**config.mk**
```make
export PLATFORM = sky130hd
export DESIGN_NAME = stream_prefetch_buf
export DESIGN_NICKNAME = d
export VERILOG_FILES = /design/src/rtl/stream_pf_pkg.sv /design/src/rtl/stream_pf_ctrl.sv /design/src/rtl/stream_pf_datapath.sv /design/src/rtl/stream_prefetch_buf.sv
export SDC_FILE = /design/constraint.sdc
export NUM_CORES = 1
export LEC_CHECK = 0
export BUFFER_PORTS_ARGS = -buffer_cell sky130_fd_sc_hd__buf_2
export CAP_MARGIN = 30
export CELL_PAD_IN_SITES_DETAIL_PLACEMENT = 1
export CELL_PAD_IN_SITES_GLOBAL_PLACEMENT = 1
export CORE_MARGIN = 2
export CORE_UTILIZATION = 47
export CTS_CLUSTER_DIAMETER = 80
export DETAILED_ROUTE_END_ITERATION = 16
export PLACE_DENSITY_LB_ADDON = 0.1
export SLEW_MARGIN = 20
export SYNTH_ARGS = -nofsm -noshare
export SYNTH_HDL_FRONTEND = slang
export SYNTH_SLANG_ARGS = --single-unit
export TNS_END_PERCENT = 5
```
**constraint.sdc**
```tcl
create_clock -name clk -period 4.5 [get_ports clk]
set_input_delay 0.45 -clock clk [delete_from_list [all_inputs] [get_ports clk]]
set_output_delay 0.45 -clock clk [all_outputs]
set_load 0.01 [all_outputs]
```
**src/rtl/stream_pf_pkg.sv**
```systemverilog
package stream_pf_pkg;

  typedef enum logic [1:0] {
    PF_IDLE,
    PF_DEM_REQ,
    PF_DEM_WAIT,
    PF_FILL_WAIT
  } pfState_e;

  // Strobes from control to datapath
  typedef struct packed {
    logic takeDemand;   // latch miss address as demand address
    logic armStream;    // next prefetch target = miss address + 1
    logic dropEntry;    // invalidate the buffer entry
    logic fillEntry;    // write prefetch response into the buffer
    logic retFromBuf;   // return buffered block next cycle
    logic retFromMem;   // return memory response next cycle
    logic selPrefetch;  // memory address mux selects prefetch target
  } pfStrobes_t;

endpackage

```
**src/rtl/stream_pf_ctrl.sv**
```systemverilog
module stream_pf_ctrl
  import stream_pf_pkg::*;
(
  input  logic       clk,
  input  logic       rstN,
  input  logic       missValid,
  input  logic       bufHit,
  input  logic       memReqReady,
  input  logic       memRspValid,
  output logic       missReady,
  output logic       memReqValid,
  output logic       memReqPrefetch,
  output pfStrobes_t st
);

  pfState_e state, nextState;
  logic     pfPending;
  logic     accept;
  logic     pfIssue;

  assign missReady      = (state == PF_IDLE);
  assign accept         = missValid & missReady;
  assign pfIssue        = (state == PF_IDLE) & pfPending & ~missValid;
  assign memReqValid    = (state == PF_DEM_REQ) | pfIssue;
  assign memReqPrefetch = pfIssue;

  always_comb begin
    st             = '0;
    st.takeDemand  = accept & ~bufHit;
    st.armStream   = accept;
    st.dropEntry   = accept;
    st.fillEntry   = (state == PF_FILL_WAIT) & memRspValid;
    st.retFromBuf  = accept & bufHit;
    st.retFromMem  = (state == PF_DEM_WAIT) & memRspValid;
    st.selPrefetch = pfIssue;
  end

  always_comb begin
    nextState = state;
    case (state)
      PF_IDLE: begin
        if (accept && !bufHit)            nextState = PF_DEM_REQ;
        else if (pfIssue && memReqReady)  nextState = PF_FILL_WAIT;
      end
      PF_DEM_REQ:   if (memReqReady) nextState = PF_DEM_WAIT;
      PF_DEM_WAIT:  if (memRspValid) nextState = PF_IDLE;
      PF_FILL_WAIT: if (memRspValid) nextState = PF_IDLE;
      default:      nextState = PF_IDLE;
    endcase
  end

  always_ff @(posedge clk or negedge rstN) begin
    if (!rstN) begin
      state     <= PF_IDLE;
      pfPending <= 1'b0;
    end else begin
      state <= nextState;
      if (accept)                      pfPending <= 1'b1;
      else if (pfIssue && memReqReady) pfPending <= 1'b0;
    end
  end

  // a handshake closes the miss input until the response is handled
  assert_busy_blocks_miss_R10: assert property (@(posedge clk) disable iff (!rstN)
    (memReqValid && memReqReady) |=> !missReady);

  // a stalled demand request stays offered as a demand
  assert_demand_held_R10: assert property (@(posedge clk) disable iff (!rstN)
    (memReqValid && !memReqPrefetch && !memReqReady) |=> (memReqValid && !memReqPrefetch));

endmodule

```
**src/rtl/stream_pf_datapath.sv**
```systemverilog
module stream_pf_datapath
  import stream_pf_pkg::*;
#(
  parameter int ADDR_W  = 27,
  parameter int BLOCK_W = 256
) (
  input  logic               clk,
  input  logic               rstN,
  input  pfStrobes_t         st,
  input  logic [ADDR_W-1:0]  missAddr,
  input  logic [BLOCK_W-1:0] memRspData,
  output logic               bufHit,
  output logic               bufValid,
  output logic [ADDR_W-1:0]  memReqAddr,
  output logic               rtnValid,
  output logic [ADDR_W-1:0]  rtnAddr,
  output logic [BLOCK_W-1:0] rtnData,
  output logic               rtnFromBuf
);

  localparam logic [ADDR_W-1:0] ADDR_ONE = ADDR_W'(1);

  logic [ADDR_W-1:0]  bufAddr;
  logic [BLOCK_W-1:0] bufData;
  logic [ADDR_W-1:0]  pfAddr;
  logic [ADDR_W-1:0]  demAddr;

  assign bufHit     = bufValid && (bufAddr == missAddr);
  assign memReqAddr = st.selPrefetch ? pfAddr : demAddr;

  always_ff @(posedge clk or negedge rstN) begin
    if (!rstN) begin
      bufValid   <= 1'b0;
      bufAddr    <= '0;
      bufData    <= '0;
      pfAddr     <= '0;
      demAddr    <= '0;
      rtnValid   <= 1'b0;
      rtnAddr    <= '0;
      rtnData    <= '0;
      rtnFromBuf <= 1'b0;
    end else begin
      if (st.fillEntry) begin
        bufValid <= 1'b1;
        bufAddr  <= pfAddr;
        bufData  <= memRspData;
      end else if (st.dropEntry) begin
        bufValid <= 1'b0;
      end
      if (st.armStream)  pfAddr  <= missAddr + ADDR_ONE;
      if (st.takeDemand) demAddr <= missAddr;
      rtnValid <= st.retFromBuf | st.retFromMem;
      if (st.retFromBuf) begin
        rtnAddr    <= bufAddr;
        rtnData    <= bufData;
        rtnFromBuf <= 1'b1;
      end else if (st.retFromMem) begin
        rtnAddr    <= demAddr;
        rtnData    <= memRspData;
        rtnFromBuf <= 1'b0;
      end
    end
  end

endmodule

```
**src/rtl/stream_prefetch_buf.sv**
```systemverilog
module stream_prefetch_buf
  import stream_pf_pkg::*;
#(
  parameter int ADDR_W      = 27,
  parameter int BLOCK_BYTES = 32
) (
  input  logic                     clk,
  input  logic                     rstN,
  input  logic                     missValid,
  input  logic [ADDR_W-1:0]        missAddr,
  output logic                     missReady,
  output logic                     rtnValid,
  output logic [ADDR_W-1:0]        rtnAddr,
  output logic [BLOCK_BYTES*8-1:0] rtnData,
  output logic                     rtnFromBuf,
  output logic                     memReqValid,
  input  logic                     memReqReady,
  output logic [ADDR_W-1:0]        memReqAddr,
  output logic                     memReqPrefetch,
  input  logic                     memRspValid,
  input  logic [BLOCK_BYTES*8-1:0] memRspData
);

  localparam int BLOCK_W = BLOCK_BYTES * 8;

  pfStrobes_t st;
  logic       bufHit;
  logic       bufValid;

  stream_pf_ctrl i_ctrl (
    .clk            (clk),
    .rstN           (rstN),
    .missValid      (missValid),
    .bufHit         (bufHit),
    .memReqReady    (memReqReady),
    .memRspValid    (memRspValid),
    .missReady      (missReady),
    .memReqValid    (memReqValid),
    .memReqPrefetch (memReqPrefetch),
    .st             (st)
  );

  stream_pf_datapath #(
    .ADDR_W  (ADDR_W),
    .BLOCK_W (BLOCK_W)
  ) i_datapath (
    .clk        (clk),
    .rstN       (rstN),
    .st         (st),
    .missAddr   (missAddr),
    .memRspData (memRspData),
    .bufHit     (bufHit),
    .bufValid   (bufValid),
    .memReqAddr (memReqAddr),
    .rtnValid   (rtnValid),
    .rtnAddr    (rtnAddr),
    .rtnData    (rtnData),
    .rtnFromBuf (rtnFromBuf)
  );

  // a buffer hit is answered on the following cycle from the buffer
  assert_hit_next_cycle_R6: assert property (@(posedge clk) disable iff (!rstN)
    (missValid && missReady && bufHit) |=> (rtnValid && rtnFromBuf && rtnAddr == $past(missAddr)));

  // any accepted miss leaves the entry empty
  assert_entry_one_shot_R7: assert property (@(posedge clk) disable iff (!rstN)
    (missValid && missReady) |=> !bufValid);

  // a buffer miss is requested as a demand on the next cycle
  assert_miss_goes_demand_R2: assert property (@(posedge clk) disable iff (!rstN)
    (missValid && missReady && !bufHit) |=>
      (memReqValid && !memReqPrefetch && memReqAddr == $past(missAddr)));

  // stalled demand address does not move
  assert_demand_addr_stable_R10: assert property (@(posedge clk) disable iff (!rstN)
    (memReqValid && !memReqPrefetch && !memReqReady) |=> $stable(memReqAddr));

endmodule

```
==> results.md <==
- Initial Util: between 40 and 50%
- WS Path Type: flip-flop to primary output
- Fin cells: roughly 3200
- Die width: ~240 um
- Mapped Area: approximately 26000 um2
- H-Tree Level Count: 3
- I/O Buffers: between 600 and 700
- Cell Area, Placed: a little under 30000 um2
- Synthesized Nets: ~2200
- Core area: between 50000 and 60000 um2
- Yosys warns: 0
- Postcts setup bufs: 0
- Vias in the first global route: 19906
- CP max FO: 27
- Worst-Skew Late Latency: roughly 0.60 ns
- Avg Inst Size Synth: about 14 um2
- Register area share after synthesis: roughly three fifths
- Post-synth ARST share: 100%
- Post-Route WL: approximately 80000 um
- Setup TNS: 0 ns
- Number of CTS-inserted buffers: a little under 70
- Most common cell after layout, fill and taps aside: dfrtp_1
- Die area: 57300 um2
- Drt via density: 5.77
- Worst EP arrival: about 2.6 ns
- Fin nets: about 2700
- Share of layout cells above drive strength 1: 43.6%
- Dpl hpwl: roughly 54000 um
- Syn Inst Count: between 1500 and 2000
- Worst EP required: between 4 and 5 ns
- First-pass GRT wire length: between 100000 and 150000 um
- Layout area overhead: 22.3%
- Period utilization: between 60% and 70%
- Initial antenna violation count: 34
- Clk_skew: between 0.02 and 0.025 ns
- Leak: 15.3 nW
- # setup viols final: 0
- DRC Markers: 0
- Max-slew headroom: between 30% and 40%
- P per Cell Area: 723 nW/um2
- Clk pin slew, worst setup/hold paths: approximately 0.060 ns
- Commonest cells after routing, fill and taps aside: 626 x dfrtp_1, 601 x buf_2, 337 x mux2_2
- Vias: around 18000
- Largest net degree at the start of global routing: 148
- Peak Freq: 0.323 GHz
- RSZ-0062 raised after global routing: false
- Min-delay worst type: primary input to flip-flop
- Global Route Usage Sum: between 20 and 30%
- Max clock buf depth: 3
- First-iteration detailed-routing DRC count: between 1000 and 1500
- Critical path startpoint category: flip-flop
- Slew @ Worst Pin: ~0.94 ns
- Post-cts resize count: 0
- Placed cells: about 3100
- Synth Register Bits: between 600 and 700
- Peak VDD IR: 0.000346 V
- CTS Sinks: about 630
- Main synth FF type: dfrtp_1
- DR WL/cell: about 25 um
- Row cnt: between 80 and 90
- Top-Level Pins: ~600
- Post-route ant nets: 0
- Fin. max-slew vios: 0
- Pre-antenna DRT Iters: 5
- Status: finished clean
- Post-route cell area: roughly 32000 um2
- Total congestion overflow: 0
- CTS root buffer: clkbuf_16
- Yosys cell types: 30
- WHS: 0.0913 ns
- Max_cap viols: 0
- Minimum clock period: 3.09 ns
- Crit path capture type: primary output
- GP Congestion: approximately 0.81
- Final hold violation count: 0
- CTS tree: yes
- Post-synth EDFFs: 0
- Die H: 239 um
==> timing repair <==
item,in CTS,in global routing
endpoints found under the setup margin,0,0
hold endpoints to repair,92,0
hold buffers,1,0
==> power by group <==
group | leakage (nW) | switching, mW | internal (mW) | total, mW
registers | 7.69 | 1.66 | 8.34 | 10.0
clock network | 1.11 | 2.28 | 3.33 | 5.61
logic | 6.48 | 3.62 | 3.81 | 7.42
total | 15.3 | 7.56 | 15.5 | 23.0
==> layer usage <==
metal	up-vias	GRT usage [%]	wire, um
li1	8037	-	-
met1	9655	33.5	31000
met2	575	45.6	39500
met3	174	7.19	5690
met4	20	14.5	3780
met5	-	0	111
==> sequential cells by signal (all words and copies together), names as in the netlist, 2 cells and up <==
name,count
i_datapath.demAddr,27
i_datapath.rtnData,256
i_datapath.bufAddr,27
i_datapath.pfAddr,27
i_datapath.rtnAddr,27
i_datapath.bufData,256
i_ctrl.state,2
==> cells in the mapped netlist, types with 4 or more instances <==
master    count  area (um2)
a221o_1     283        2830
and2_1      286        1790
and3_1        7        43.8
buf_2        31         155
buf_6        30         338
clkbuf_1     78         293
dfrtp_1     626       15700
inv_1         6        22.5
mux2_2      337        3790
nand2_1      44         165
nand3_1      11        55.1
nand4_1      14        87.6
nor2_1        8        30.0
nor4_1        4        25.0
o21ai_0      27         135
xnor2_1      24         210
xor2_1       28         245
==> cells by family (layout without fill, tap and decap cells) <==
group / count (synthesis) / after routing / synth area share, %
adder cells (fa/ha/maj): 1 / 1 / 0.0481
flip-flops: 626 / 626 / 60.2
XOR/XNOR: 52 / 52 / 1.75
multiplexers: 338 / 338 / 14.6
buffers and inverters: 149 / 755 / 3.19
other: 0 / 29 / 0
AO/OA/AOI/OAI: 315 / 315 / 11.5
AND/OR/NAND/NOR: 382 / 382 / 8.67
==> cell type report <==
cell class / count / area [um2]
multi-input combinational: 1088 / 9570
fill: 5525 / 23000
timing repair buffer: 630 / 3390
antenna: 29 / 72.6
sequential: 626 / 15700
clock buffer: 102 / 2050
inverter: 6 / 22.5
tap: 704 / 881
clock inverter: 17 / 186
==> final timing paths <==
| check | from | to | slack [ns] | cells past startpoint |
|---|---|---|---|---|
| worst max-delay path | i_ctrl.state[1] | memReqAddr[21] | 1.41 | 5 |
| worst min-delay path | memRspData[219] | i_datapath.bufData[219] | 0.09 | 2 |
| worst max register to register | i_datapath.bufAddr[4] | i_datapath.rtnData[28] | 1.65 | 6 |
| worst min register to register | i_datapath.bufValid | i_datapath.bufValid | 0.48 | 2 |
| max in group asynchronous | rstN | i_datapath.rtnData[119] | 2.76 | 3 |
| min in group asynchronous | rstN | i_datapath.rtnData[53] | 0.48 | 2 |
==> stage by stage <==
stage	total power [mW]	setup WS, ns	utilization [%]
floorplan	14.2	1.96	-
global placement	17.0	1.52	53.7
detailed placement	17.5	1.46	53.8
CTS	23.2	1.36	57.9
global route	24.3	1.30	58.0
finish	23.0	1.41	58.0
==> worst max-delay path: stages (launching register included) <==
cell and delay (ns):
dfrtp_1 0.48, nor2_1 0.26, and3_1 0.27, buf_4 0.43, mux2_2 0.44, buf_2 0.16
(Power assumes the default switching activity.)
